`src/rtl/msplit_pkg.sv`:
```
package msplit_pkg;

    typedef enum logic [1:0] {
        ST_IDLE  = 2'd0,
        ST_EMIT  = 2'd1,
        ST_FAULT = 2'd2
    } split_state_e;

endpackage

```
`src/rtl/msplit_check.sv`:
```
module msplit_check #(
    parameter int LEN_W = 9,
    parameter int GRAN  = 16,
    localparam int GRAN_W = (GRAN > 1) ? $clog2(GRAN) : 1
) (
    input  logic [GRAN_W-1:0] addr_lo,
    input  logic [LEN_W-1:0]  bytes,
    output logic              bad
);

    logic misaligned;
    logic empty;

    generate
        if (GRAN > 1) begin : g_gran
            // Both the start and the size must land on the access granule.
            assign misaligned = (addr_lo != '0) || (bytes[GRAN_W-1:0] != '0);
        end else begin : g_byte
            logic unused_lo;
            assign unused_lo  = ^addr_lo;
            assign misaligned = 1'b0;
        end
    endgenerate

    assign empty = (bytes == '0);
    assign bad   = misaligned || empty;

endmodule

```
`src/rtl/msplit_chunk_calc.sv`:
```
module msplit_chunk_calc #(
    parameter int LEN_W     = 9,
    parameter int BLK_BYTES = 128,
    localparam int OFF_W    = $clog2(BLK_BYTES),
    localparam int CHUNK_W  = $clog2(BLK_BYTES + 1),
    localparam int CMP_W    = (LEN_W > CHUNK_W) ? LEN_W : CHUNK_W
) (
    input  logic [OFF_W-1:0]   offset,
    input  logic [LEN_W-1:0]   remain,
    output logic [CHUNK_W-1:0] chunk_len,
    output logic               chunk_last
);

    logic [CHUNK_W-1:0] room;
    logic [CMP_W-1:0]   room_x;
    logic [CMP_W-1:0]   remain_x;

    // Bytes left before the current block ends.
    assign room     = CHUNK_W'(BLK_BYTES) - CHUNK_W'(offset);
    assign room_x   = CMP_W'(room);
    assign remain_x = CMP_W'(remain);

    always_comb begin
        if (remain_x <= room_x) begin
            chunk_len  = CHUNK_W'(remain_x);
            chunk_last = 1'b1;
        end else begin
            chunk_len  = room;
            chunk_last = 1'b0;
        end
    end

endmodule

```
`src/rtl/mreq_splitter.sv`:
```
module mreq_splitter
    import msplit_pkg::*;
#(
    parameter int ADDR_W    = 32,
    parameter int MAX_BYTES = 496,
    parameter int BLK_BYTES = 128,
    parameter int GRAN      = 16,
    localparam int LEN_W    = $clog2(MAX_BYTES + 1),
    localparam int OFF_W    = $clog2(BLK_BYTES),
    localparam int CHUNK_W  = $clog2(BLK_BYTES + 1),
    localparam int GRAN_W   = (GRAN > 1) ? $clog2(GRAN) : 1
) (
    input  logic               clk,
    input  logic               rst_n,
    input  logic               in_valid,
    output logic               in_ready,
    input  logic [ADDR_W-1:0]  in_addr,
    input  logic [LEN_W-1:0]   in_bytes,
    input  logic               in_write,
    output logic               out_valid,
    input  logic               out_ready,
    output logic [ADDR_W-1:0]  out_addr,
    output logic [CHUNK_W-1:0] out_len,
    output logic               out_write,
    output logic               out_last,
    output logic               err_flag
);

    split_state_e       state_q;
    split_state_e       state_d;
    logic [ADDR_W-1:0]  addr_q;
    logic [LEN_W-1:0]   rem_q;
    logic               wr_q;
    logic               req_bad;
    logic [CHUNK_W-1:0] chunk_len;
    logic               chunk_last;
    logic               take_req;
    logic               take_piece;

    msplit_check #(
        .LEN_W (LEN_W),
        .GRAN  (GRAN)
    ) u_check (
        .addr_lo (in_addr[GRAN_W-1:0]),
        .bytes   (in_bytes),
        .bad     (req_bad)
    );

    msplit_chunk_calc #(
        .LEN_W     (LEN_W),
        .BLK_BYTES (BLK_BYTES)
    ) u_calc (
        .offset     (addr_q[OFF_W-1:0]),
        .remain     (rem_q),
        .chunk_len  (chunk_len),
        .chunk_last (chunk_last)
    );

    // Handshake events.
    assign take_req   = (state_q == ST_IDLE) && in_valid;
    assign take_piece = (state_q == ST_EMIT) && out_ready;

    // Next-state logic.
    always_comb begin
        state_d = state_q;
        unique case (state_q)
            ST_IDLE: begin
                if (in_valid) begin
                    state_d = req_bad ? ST_FAULT : ST_EMIT;
                end
            end
            ST_EMIT: begin
                if (out_ready && chunk_last) begin
                    state_d = ST_IDLE;
                end
            end
            ST_FAULT: begin
                state_d = ST_IDLE;
            end
            default: begin
                state_d = ST_IDLE;
            end
        endcase
    end

    // State register.
    always_ff @(posedge clk) begin
        if (!rst_n) begin
            state_q <= ST_IDLE;
        end else begin
            state_q <= state_d;
        end
    end

    // Cursor: the next piece address and the bytes still owed.
    always_ff @(posedge clk) begin
        if (!rst_n) begin
            addr_q <= '0;
            rem_q  <= '0;
            wr_q   <= 1'b0;
        end else if (take_req && !req_bad) begin
            addr_q <= in_addr;
            rem_q  <= in_bytes;
            wr_q   <= in_write;
        end else if (take_piece) begin
            addr_q <= addr_q + ADDR_W'(chunk_len);
            rem_q  <= rem_q - LEN_W'(chunk_len);
        end
    end

    // Outputs decoded from the state.
    always_comb begin
        in_ready  = 1'b0;
        out_valid = 1'b0;
        err_flag  = 1'b0;
        unique case (state_q)
            ST_IDLE:  in_ready  = 1'b1;
            ST_EMIT:  out_valid = 1'b1;
            ST_FAULT: err_flag  = 1'b1;
            default:  in_ready  = 1'b0;
        endcase
    end

    assign out_addr  = addr_q;
    assign out_len   = chunk_len;
    assign out_last  = chunk_last;
    assign out_write = wr_q;

endmodule

```
`config.mk`:
```
export PLATFORM = sky130hd
export DESIGN_NAME = mreq_splitter
export DESIGN_NICKNAME = d
export VERILOG_FILES = /design/src/rtl/msplit_pkg.sv /design/src/rtl/msplit_check.sv /design/src/rtl/msplit_chunk_calc.sv /design/src/rtl/mreq_splitter.sv
export SDC_FILE = /design/constraint.sdc
export NUM_CORES = 1
export LEC_CHECK = 0
export BUFFER_PORTS_ARGS = -buffer_cell sky130_fd_sc_hd__buf_2
export CAP_MARGIN = 15
export CORE_MARGIN = 2
export CORE_UTILIZATION = 50
export DETAILED_ROUTE_END_ITERATION = 7
export GPL_ROUTABILITY_DRIVEN = 0
export MAX_ROUTING_LAYER = met4
export PLACE_DENSITY_LB_ADDON = 0.2
export SETUP_SLACK_MARGIN = 0.1
export SYNTH_ARGS = -nofsm -noshare
export SYNTH_HDL_FRONTEND = slang
export SYNTH_SLANG_ARGS = --single-unit
```
`constraint.sdc`:
```
create_clock -name clk -period 10.2 [get_ports clk]
set_input_delay 0.51 -clock clk [delete_from_list [all_inputs] [get_ports clk]]
set_output_delay 0.51 -clock clk [all_outputs]
set_load 0.02 [all_outputs]
```
# [Word-level counts from Yosys, hierarchy flattened]
# Cells that the tools add are included.
[word_totals] input_bits=46 reg_bits=44 wordCells=38
[classes] eq_ne=4 mux=13 n_addsub=3 n_lt_le_gt_ge=1 reduce_logical=13
[op_table] operator="$mux 32" count=2
[op_table] operator="$add 32x8->32" count=1
[op_table] operator="$mux 9" count=2
[op_table] operator="$le 9x8->1" count=1
[op_table] operator="$logic_not 9->1" count=1
[op_table] operator="$sub 9x8->9" count=1
[op_table] operator="$mux 8" count=1
[op_table] operator="$reduce_bool 4->1" count=2
[op_table] operator="$sub 8x7->8 const A" count=1
[op_table] operator="$mux 2" count=3
[op_table] operator="$logic_and 1x1->1" count=4
[op_table] operator="$mux 1" count=4
[op_table] operator="$pmux 2 s2" count=1
[op_table] operator="$eq 2x1->1 const B" count=1
[op_table] operator="$eq 2x2->1 const B" count=1
[op_table] operator="$logic_not 2->1" count=1
[op_table] operator="$logic_or 1x1->1" count=2
[op_table] operator="$ne 2x1->1 const B" count=1
[op_table] operator="$ne 2x2->1 const B" count=1
[op_table] operator="$reduce_and 2->1" count=1
[op_table] operator="$reduce_bool 2->1" count=1
[op_table] operator="$logic_not 1->1" count=1

# [Depth between registers and ports, before layout]
[logic_depth] word_depth=6 ltp_mapped=22 mapped_depth_nobuf=19

# [Modules after synthesis]
# From an unflattened synthesis, not the netlist that was laid out.
[hier_totals] cells_unflattened=396 hier_area_um2=3268.1
[modules_own_cells] mod="mreq_splitter" area_each_um2=2829.0 n_inst=1 cells_per_inst=339 seq_area_each_um2=880.8
[modules_own_cells] mod="msplit_chunk_calc" area_each_um2=411.6 n_inst=1 cells_per_inst=53 seq_area_each_um2=0.0
[modules_own_cells] mod="msplit_check" area_each_um2=27.5 n_inst=1 cells_per_inst=4 seq_area_each_um2=0.0

# [Worst setup path after synthesis]
# OpenSTA, ideal clock, no wires.
[synth_path] kind="reg-to-reg" from="register addr_q[0], in the netlist out_addr[0]" to="register addr_q[14], in the netlist out_addr[14]" stages_incl_launch_ff=23 setup_time_ps=136 arrival_time_ps=5024 period_less_slack_ps=5160 t_required_ps=10064 slack_ps=5040 path_cell_list="dfxtp_1 > inv_1 > ha_1 > nand3b_1 > xor2_1 > inv_1 > ha_1 > a21o_1 > a211o_1 > a2111oi_0 > nor2_1 > buf_2 > mux2i_1 > ha_1 > inv_1 > fa_1 > nor2b_1 > o31a_1 > o22ai_1 > buf_4 > buf_2 > o311ai_0 > a31oi_1"
[synth_between] elab_chain_cells=6
[synth_rtl] item="start: declaration" line_no="mreq_splitter.sv:31" text="logic [ADDR_W-1:0] addr_q;"
[synth_rtl] item="start signal: assignment" line_no="mreq_splitter.sv:102" text="addr_q <= in_addr;"
[synth_rtl] item="start signal: assignment" line_no="mreq_splitter.sv:106" text="addr_q <= addr_q + ADDR_W'(chunk_len);"
[synth_rtl] item="$sub 8x7->8 (*)" line_no="msplit_chunk_calc.sv:19" text="assign room = CHUNK_W'(BLK_BYTES) - CHUNK_W'(offset);"
[synth_rtl] item="$le 9x8->1" line_no="msplit_chunk_calc.sv:24" text="if (remain_x <= room_x) begin"
[synth_rtl] item="$mux 8 (*)" line_no="msplit_chunk_calc.sv:24"
[synth_rtl] item="named net out_len[0]" line_no="mreq_splitter.sv:23" text="output logic [CHUNK_W-1:0] out_len,"
[synth_rtl] item="$add 32x8->32 (*)" line_no="mreq_splitter.sv:106"
[synth_rtl] item="$mux 32 (*)" line_no="mreq_splitter.sv:105" text="end else if (take_piece) begin"
[synth_rtl] item="$mux 32 (*)" line_no="mreq_splitter.sv:101" text="end else if (take_req && !req_bad) begin"
# The timed path passes the listed nets; every way through them passes the cells marked *. The select of a mux whose other input is x is not followed.
# A chain may end at the register's enable or synchronous reset.

# [Worst setup path after layout]
[layout_path] from="register addr_q[0], in the netlist out_addr[0]" to="register addr_q[26], in the netlist out_addr[26]"
[layout_between] elab_chain_cells=6
[layout_rtl] item="$sub 8x7->8" line_no="msplit_chunk_calc.sv:19"
[layout_rtl] item="$le 9x8->1" line_no="msplit_chunk_calc.sv:24"
[layout_rtl] item="$mux 8" line_no="msplit_chunk_calc.sv:24"
[layout_rtl] item="$add 32x8->32 (*)" line_no="mreq_splitter.sv:106"
[layout_rtl] item="$mux 32 (*)" line_no="mreq_splitter.sv:105"
[layout_rtl] item="$mux 32 (*)" line_no="mreq_splitter.sv:101"
# Mark *: on every way between the ends. The rest lies on a longest branch, timed or not. The select of a mux whose other input is x is not followed.

==> results.py <==
metrics = {
    "cts": {
        "clock-sinks": 44,
        "cts_buffers": 5,
        "path_clk_slew_ps": 90,
        "cts_max_level": 2,
        "cts_root_buf": "clkbuf_8",
        "postCtsSetupBuffers": 0,
        "cts_tree": "built",
        "cts_resized": 0,
        "postCtsHoldBufs": 0,
        "cts_buffer_depth": 2,
        "insertion_delay_ps": 310,
    },
    "cells_and_area": {
        "nets": 597,
        "final_cells": 620,
        "area_growth_pct": 16.7,
        "drive_gt1_frac": 0.225,
        "diodes": 0,
        "finish.instance_area_mm2": 0.00410,
    },
    "synth": {
        "synth.distinct_cells": 64,
        "seq_area_frac_synth": 0.251,
        "synthXorXnorAreaFrac": 0.0274,
        "synth_top_area_frac": 0.251,
        "synthCells": 442,
        "yosys.area_share.simple": 0.257,
        "yosysTopAreaCell": "dfxtp_1",
        "ys_ff_latch": 44,
        "ys_top_cells_by_area": "dfxtp_1, ha_1, nand2_1, a31oi_1, nand3_1",
        "synthMuxAreaShare": 0.0481,
        "yosysMostFrequentCell": "nand2_1",
        "synth_warnings": 0,
        "synth_compound_area_frac": 0.265,
        "synth_commonest_cells": "nand2_1, dfxtp_1, ha_1, nand3_1, nor2_1",
        "syn_area_mm2": 0.00351,
        "synth_top_family_by_area": "compound AO/OA/AOI/OAI gates",
        "synthAdderAreaFrac": 0.100,
        "synthFlopType": "dfxtp_1",
        "synth_nets": 515,
        "synth_edf_count": 0,
        "syn_avg_cell_area_um2": 7.95,
        "ys_async_sr_fraction": 0,
    },
    "critical_path": {
        "reg2reg_setup_slack_ps": 5000,
        "crit_arrival_ps": 5450,
        "crit_path_end": "out_addr[26]",
        "setup.worst_path.start_class": "flip-flop",
        "rr_endpoint": "out_addr[26]",
        "cp.required_ps": 10450,
        "reg2regPathDepth": 21,
        "crit_chain": "inv_1, ha_1, nand3b_1, xor2_1, inv_1, ha_1, a21o_1, a211o_1, a2111oi_0, nor2_1, buf_4, mux2i_1, ha_1, inv_1, fa_1, nor2b_1, o31a_1, o22ai_1, buf_4, or4_1, a31oi_1",
        "startpoint": "out_addr[0]",
        "r2r_start": "out_addr[0]",
        "end_kind": "flip-flop",
        "critPathKind": "reg -> reg",
        "cp_slowest_cell": "or4_1",
        "crit_fanout": 24,
        "crit_path_max_incr_delay_ps": 520,
    },
    "timing": {
        "fin_crit_ps": 5200,
        "finalMaxSlewViolations": 0,
        "max_slew_margin": 0.215,
        "rsz0062_at_grt": "false",
        "hold_viol": 0,
        "max_freq_ghz": 0.192,
        "setup_tns_ps": 0,
        "setup_viol": 0,
        "worst_pin_slew_ps": 1170,
        "clock_skew_ps": 11.9,
        "period_share": 0.510,
    },
    "route": {
        "via_per_inst": 6.20,
        "final_antenna_net_count": 0,
        "vias": 3847,
        "drc": 0,
        "first_pass_iters": 5,
        "wire_per_inst_um": 16.8,
        "drt_iter0_markers": 221,
        "wirelength_um": 10400,
    },
    "global_route": {
        "antenna_found_initial": 0,
        "grt_pass1_wl_um": 17000,
        "grt_pass1_vias": 3567,
        "track_usage": 0.282,
        "globalRouteOverflowTotal": 0,
        "grt_max_degree": 36,
    },
    "power_and_ir_drop": {
        "power.total_uw": 303,
        "p_leak_uw": 0.00165,
        "p_per_area_mw_per_mm2": 73.7,
        "peakVddDrop_uv": 53.2,
    },
    "floorplanning": {
        "placement_rows": 30,
        "dieWidth_um": 87.8,
        "start_util": 0.517,
        "ios": 91,
        "die_h_um": 87.8,
        "dieArea_mm2": 0.00772,
        "core_mm2": 0.00679,
    },
    "placement": {
        "dp_cells": 613,
        "hpwl_um": 7680,
        "io_buffers": 90,
        "dpl-instance-area_mm2": 0.00402,
    },
    "run": {
        "drv_cap": 0,
    },
    "outcome": {
        "outcome": "finished, final reports clean",
    },
    "hold_path": {
        "holdCritPathClass": "in -> reg",
    },
}
-- through the flow --
stage	worst slack, ps	util	hold slack (ps)
finish	5000	0.604	416
global placement	5230	0.592	442
floorplan	5040	-	464
global route	4600	0.604	434
detailed placement	5120	0.592	452
CTS	5110	0.604	417
-- cell usage in the layout (no fill, tap or decap), types with 16 or more instances in the layout --
cell     netlist  final
buf_2          6     90
nand2_1       45     45
dfxtp_1       44     44
nand3_1       25     25
ha_1          25     25
nor2_1        25     24
a31oi_1       23     23
a21oi_1       21     21
inv_1         17     17
o21ai_0       16     16
-- layout make-up --
class	count	area, µm²
Clock buffer	5	68.8
Clock inverter	2	12.5
Fill cell	663	2690
Inverter	18	67.6
Multi-Input combinational cell	359	2460
Sequential cell	44	881
Tap cell	96	120
Timing Repair Buffer	96	495
-- worst max-delay path: cells and delay by family, from the launching register on --
family | cells | cell delay [ps]
AO/OA/AOI/OAI | 6 | 1340
XOR/XNOR | 1 | 210
buffers and inverters | 5 | 680
flip-flops | 1 | 430
multiplexers | 1 | 300
adder cells (fa/ha/maj) | 4 | 1220
AND/OR/NAND/NOR | 4 | 980
-- state kept, by name, indices dropped and copies added, names as in the netlist --
signal,flops
out_write,1
rem_q,9
state_q,2
out_addr,32
-- metal layers --
metal  share of wire  up-vias  global-route usage  wire (µm)
met5               0        -                   -          0
met3           0.049       13              0.0330        512
met4           0.010        0              0.0587        106
met1            0.42     1836               0.347       4420
met2            0.52      122               0.497       5380
li1                -     1876                   -          -
-- how the worst min path moves through the flow --
stage                   endpoint   startpoint  depth (start not counted)
floorplan               rem_q[0]     rem_q[0]                          2
global placement       out_write    out_write                          2
detailed placement     out_write    out_write                          2
CTS                 out_addr[24]  in_addr[24]                          3
global route           out_write     in_write                          3
finish              out_addr[24]  in_addr[24]                          3
-- cells by family after synthesis --
kind of cell	count (synthesis)
simple gates	172
compound gates	133
flops	44
buf+inv	39
fa+ha+maj	27
mux	16
xor+xnor	11
-- report_power, final --
group / internal, µW / switching, µW
logic: 8.65 / 10.1
registers: 172 / 0.522
clock network: 46.5 / 64.8
No activity file was read; power rests on OpenSTA's default activity.
